$ cat config.mk
export PLATFORM = sky130hd
export DESIGN_NAME = rg_rate_gate
export DESIGN_NICKNAME = d
export VERILOG_FILES = /design/src/rtl/rg_pkg.sv /design/src/rtl/rg_sync.sv /design/src/rtl/rg_oneshot.sv /design/src/rtl/rg_gate_fsm.sv /design/src/rtl/rg_rate_gate.sv
export SDC_FILE = /design/constraint.sdc
export NUM_CORES = 1
export LEC_CHECK = 0
export CAP_MARGIN = 5
export CORE_MARGIN = 5
export CORE_UTILIZATION = 55
export DETAILED_ROUTE_END_ITERATION = 7
export PLACE_DENSITY = 0.75
export SYNTH_ARGS = -nofsm -noshare
export SYNTH_HDL_FRONTEND = slang
export SYNTH_SLANG_ARGS = --single-unit
$ cat constraint.sdc
create_clock -name clk_i -period 4.6 [get_ports clk_i]
set_clock_uncertainty 0.1 [all_clocks]
set_input_delay 1.15 -clock clk_i [delete_from_list [all_inputs] [get_ports clk_i]]
set_output_delay 1.15 -clock clk_i [all_outputs]
set_load 0.1 [all_outputs]
$ cat src/rtl/rg_pkg.sv
package rg_pkg;

    typedef enum logic [1:0] {
        ST_LOW   = 2'd0,
        ST_ARMED = 2'd1,
        ST_OPEN  = 2'd2
    } gate_state_e;

endpackage

$ cat src/rtl/rg_sync.sv
module rg_sync #(
    parameter int STAGES = 2
) (
    input  logic clk_i,
    input  logic rst_ni,
    input  logic d_i,
    output logic lvl_o,
    output logic rise_o
);
    localparam int LAST = STAGES;

    logic [LAST:1] taps;
    logic          prev_q;

    always_ff @(posedge clk_i or negedge rst_ni) begin
        if (!rst_ni) begin
            taps <= '0;
        end else begin
            taps[1] <= d_i;
            for (int i = 2; i <= LAST; i++) begin
                taps[i] <= taps[i-1];
            end
        end
    end

    always_ff @(posedge clk_i or negedge rst_ni) begin
        if (!rst_ni) prev_q <= 1'b0;
        else         prev_q <= taps[LAST];
    end

    assign lvl_o  = taps[LAST];
    assign rise_o = taps[LAST] & ~prev_q;
endmodule

$ cat src/rtl/rg_oneshot.sv
module rg_oneshot #(
    parameter int THRESH = 1000
) (
    input  logic clk_i,
    input  logic rst_ni,
    input  logic trig_i,
    output logic expire_o
);
    localparam int             CW    = $clog2(THRESH + 1);
    localparam logic [CW-1:0]  LIMIT = CW'(THRESH);
    localparam logic [CW-1:0]  ONE   = CW'(1);

    logic [CW-1:0] cnt_q;
    logic          run_q;

    // A trigger in the completion cycle restarts the timer instead.
    assign expire_o = run_q & (cnt_q == LIMIT) & ~trig_i;

    always_ff @(posedge clk_i or negedge rst_ni) begin
        if (!rst_ni) begin
            cnt_q <= '0;
            run_q <= 1'b0;
        end else if (trig_i) begin
            cnt_q <= ONE;
            run_q <= 1'b1;
        end else if (expire_o) begin
            cnt_q <= '0;
            run_q <= 1'b0;
        end else if (run_q) begin
            cnt_q <= cnt_q + ONE;
        end
    end
endmodule

$ cat src/rtl/rg_gate_fsm.sv
module rg_gate_fsm
    import rg_pkg::*;
(
    input  logic        clk_i,
    input  logic        rst_ni,
    input  logic        lvl_i,
    input  logic        rise_i,
    input  logic        expire_i,
    output logic        flag_o,
    output gate_state_e state_o
);
    gate_state_e state_q, state_d;

    // State register
    always_ff @(posedge clk_i or negedge rst_ni) begin
        if (!rst_ni) state_q <= ST_LOW;
        else         state_q <= state_d;
    end

    // Next state: T_DROP is tested first so that clearing beats setting.
    always_comb begin
        state_d = state_q;
        unique case (state_q)
            ST_LOW: begin
                if (rise_i) state_d = ST_ARMED;          // T_RISE
            end
            ST_ARMED: begin
                if (!lvl_i)        state_d = ST_LOW;     // T_DROP
                else if (expire_i) state_d = ST_OPEN;    // T_EXPIRE
            end
            ST_OPEN: begin
                if (!lvl_i) state_d = ST_LOW;            // T_DROP
            end
            default: state_d = ST_LOW;
        endcase
    end

    // Outputs
    always_comb begin
        flag_o = (state_q == ST_OPEN);
    end

    assign state_o = state_q;
endmodule

$ cat src/rtl/rg_rate_gate.sv
module rg_rate_gate
    import rg_pkg::*;
#(
    parameter int THRESH      = 1000,
    parameter int SYNC_STAGES = 2
) (
    input  logic clk_i,
    input  logic rst_ni,
    input  logic pulse_i,
    output logic pass_o
);
    logic        sync_lvl;
    logic        sync_rise;
    logic        os_expire;
    logic        gate_flag;
    gate_state_e fsm_state;

    rg_sync #(.STAGES(SYNC_STAGES)) u_sync (
        .clk_i  (clk_i),
        .rst_ni (rst_ni),
        .d_i    (pulse_i),
        .lvl_o  (sync_lvl),
        .rise_o (sync_rise)
    );

    rg_oneshot #(.THRESH(THRESH)) u_timer (
        .clk_i    (clk_i),
        .rst_ni   (rst_ni),
        .trig_i   (sync_rise),
        .expire_o (os_expire)
    );

    rg_gate_fsm u_fsm (
        .clk_i    (clk_i),
        .rst_ni   (rst_ni),
        .lvl_i    (sync_lvl),
        .rise_i   (sync_rise),
        .expire_i (os_expire),
        .flag_o   (gate_flag),
        .state_o  (fsm_state)
    );

    assign pass_o = gate_flag & sync_lvl;
endmodule

==> flow_summary.yaml <==
outcome:
  outcome: "finished clean"
placement:
  place_worst_setup_slack_ns: 1.57
  io_buffer_count: 3
  hpwl_um: 1180
  place_congestion: 0.813
  placed_cell_area_um2: 897
global_routing:
  grt-ovfl-total: 0
  grt.total_usage_pct: 15.7
  grt_pass1_wl_um: 2940
  antenna_found_initial: 0
  grt_max_degree: 17
  first_global_vias: 644
timing:
  fin_setup_tns_ns: 0
  rsz0062_at_grt: "false"
  hold_viol_final: 0
  slew_violations: 0
  max_clock_freq_ghz: 0.297
  tightest_slew_ns: 0.958
  fin_crit_sh_pct: 73.1
  relSlewSlack_pct: 35.9
  setup_violations: 0
  fin_ws_ns: 1.24
  fin_crit_ns: 3.36
  holdWs_ns: 0.258
finish:
  stdcell_area_um2: 933
  mostFrequentLayoutCell: "dfrtp_1"
  final_nets: 92
  register_area_um2: 400
  multiInputGateArea_um2: 432
  insertedDiodeCount: 0
  layout-drive-gt1-share_pct: 17.4
  fillCellCount: 121
  final_cell_mix: "dfrtp_1, nand2_1, nand3_1, inv_1"
  syn_to_final_growth_pct: 8.91
synth:
  post_synth_num_cell_types: 34
  synth.yosys.seq_area_share_pct: 46.7
  syn_area_per_cell_um2: 10.6
  netlist_instances: 81
  syn-num-nets: 86
  netlist_area_um2: 857
  ys_ff_latch: 16
  ys_warn_count: 0
floorplan:
  initial_core_util_pct: 57.6
  fp-row-count: 14
  die_y_um: 49.5
  coreArea_um2: 1490
  ios: 4
  die_x_um: 49.5
  die_area_um2: 2450
critical_path:
  arrival_ns: 2.11
  critPathKind: "reg -> out"
  rr_endpoint: "u_timer.cnt_q[7]"
  reg2reg_from: "u_sync.taps[2]"
  crit_required_ns: 3.35
  cpPeakStageDelay_ns: 1.12
  crit_path_cell_trace: "nor2b_1, and2_1, clkdlybuf4s50_1"
  r2r_cells: 4
  cp-start-kind: "flip-flop"
  critPathSlowestCell: "clkdlybuf4s50_1"
  reg2reg_setup_slack_ns: 2.79
  worstPathMaxFanout: 3
  end_kind: "primary output"
clock_tree:
  clk_pin_slew_ns: 0.10
  worst_skew_pair.late_latency_ns: 0.29
  ctsResizeCount: 0
  cts_setup_buffers: 0
  numCtsBuffers: 3
  htree_num_levels: 1
  cts_hold_buf: 0
  root_buffer: "clkbuf_4"
  cts_tree: "yes"
  clock_path_buffers: 2
  cts_sinks: 16
min_path:
  hp-class: "reg -> reg"
  hold_end: "u_sync.taps[2]"
  hp-start: "u_sync.taps[1]"
  min_path_cells: 0
routing:
  drt_iter0_drc: 23
  drtAntennaViolNets: 0
  dr.pass1.iters: 4
  vias: 645
  routedWlPerCell_um: 15.8
  wl_um: 1610
  post-route-drc-count: 0
  viasPerCell: 6.32
power_and_ir_drop:
  powerDensity_nw_per_um2: 352
  power_uw: 328
  clkPwrFrac_pct: 28.7
  p_seq_share_pct: 54.8
  ir_drop_mv: 0.253
  switching_share_pct: 30.0
  internal_power_uw: 230
  p_leak_uw: 0.000394
  power.switching_uw: 98.5
  comb_power_share_pct: 16.4
job:
  maxCapViolCount: 0
-- stage by stage --
step                utilization, %  std cells
floorplan                        -         81
global placement              60.3         98
detailed placement            60.3         98
CTS                           62.7        102
global route                  62.7        102
finish                        62.7        102
-- cell type report --
class	count	area share [%]
Clock buffer	4	3.89
Inverter	4	1.61
Multi-Input combinational cell	59	46.2
Sequential cell	16	42.9
Tap cell	16	2.14
Timing Repair Buffer	3	3.22
-- state kept, by name (all words and copies together), names as in the netlist --
register       flops
u_timer.cnt_q     10
u_fsm.state_o      2
u_sync.taps        2
u_sync.prev_q      1
u_timer.run_q      1
-- worst max-delay path, delay by kind of cell (launching register included) --
kind / cells / cell delay (ns)
buffers and inverters: 1 / 1.12
DFF: 1 / 0.41
and+or+nand+nor: 2 / 0.30
-- synth_stat cells, drive strengths merged --
cell | instances | area, um2
nand3 | 8 | 45.0
nor2 | 3 | 11.3
o21ai | 2 | 10.0
dfrtp | 16 | 400
a31oi | 3 | 33.8
inv | 4 | 15.0
nor3 | 1 | 5.00
nor3b | 1 | 7.51
o41ai | 1 | 16.3
o211ai | 2 | 15.0
nand2 | 12 | 52.6
a22o | 1 | 8.76
and2 | 3 | 18.8
nor2b | 2 | 12.5
or2 | 1 | 6.26
ha | 2 | 25.0
and4bb | 1 | 16.3
nand2b | 2 | 12.5
or3 | 1 | 6.26
a211o | 1 | 8.76
and4 | 1 | 10.0
a21oi | 2 | 10.0
o31ai | 2 | 20.0
a311oi | 1 | 8.76
buf | 2 | 10.0
o311ai | 3 | 48.8
o21a | 1 | 7.51
and3 | 1 | 6.26
a32oi | 1 | 8.76
-- kinds of logic (layout without fill, tap and decap cells) --
group | count (synthesis) | after routing | synth area share [%]
adders and majority gates | 2 | 2 | 2.92
AOI/OAI and AO/OA | 20 | 20 | 22.9
and+or+nand+nor | 37 | 37 | 24.5
DFF | 16 | 16 | 46.7
buffers and inverters | 6 | 11 | 2.92
-- metal layers --
layer / part of all wire, % / up-vias / GRT usage [%] / wire length (um)
met5: 0 / - / 0 / 0
met1: 48 / 319 / 20.2 / 779
met2: 46 / 14 / 23.2 / 738
li1: - / 308 / - / -
met3: 3.7 / 4 / 3.92 / 59
met4: 2.2 / 0 / 10.0 / 36
-- power by group through the flow --
stage | sequential [uW] | clock [uW] | combinational [uW]
final | 180 | 94.3 | 54.0
after CTS | 179 | 97.1 | 54.1
after global routing | 183 | 106 | 60.4
after global placement | 181 | 0 | 52.3
after detailed placement | 182 | 0 | 54.2
after floorplan | 176 | 0 | 42.3
-- how the worst max path moves through the flow --
stage	startpoint	endpoint	slack, ns	cells past startpoint
6_report	u_fsm.state_o[0]	pass_o	1.24	3
5_1_grt	u_fsm.state_o[0]	pass_o	1.15	3
4_1_cts	u_fsm.state_o[0]	pass_o	1.24	3
3_5_place_dp	u_fsm.state_o[1]	pass_o	1.57	3
3_3_place_gp	u_fsm.state_o[0]	pass_o	1.59	3
2_1_floorplan	u_fsm.state_o[0]	pass_o	2.09	2
Power figures use the tool's default switching activity.
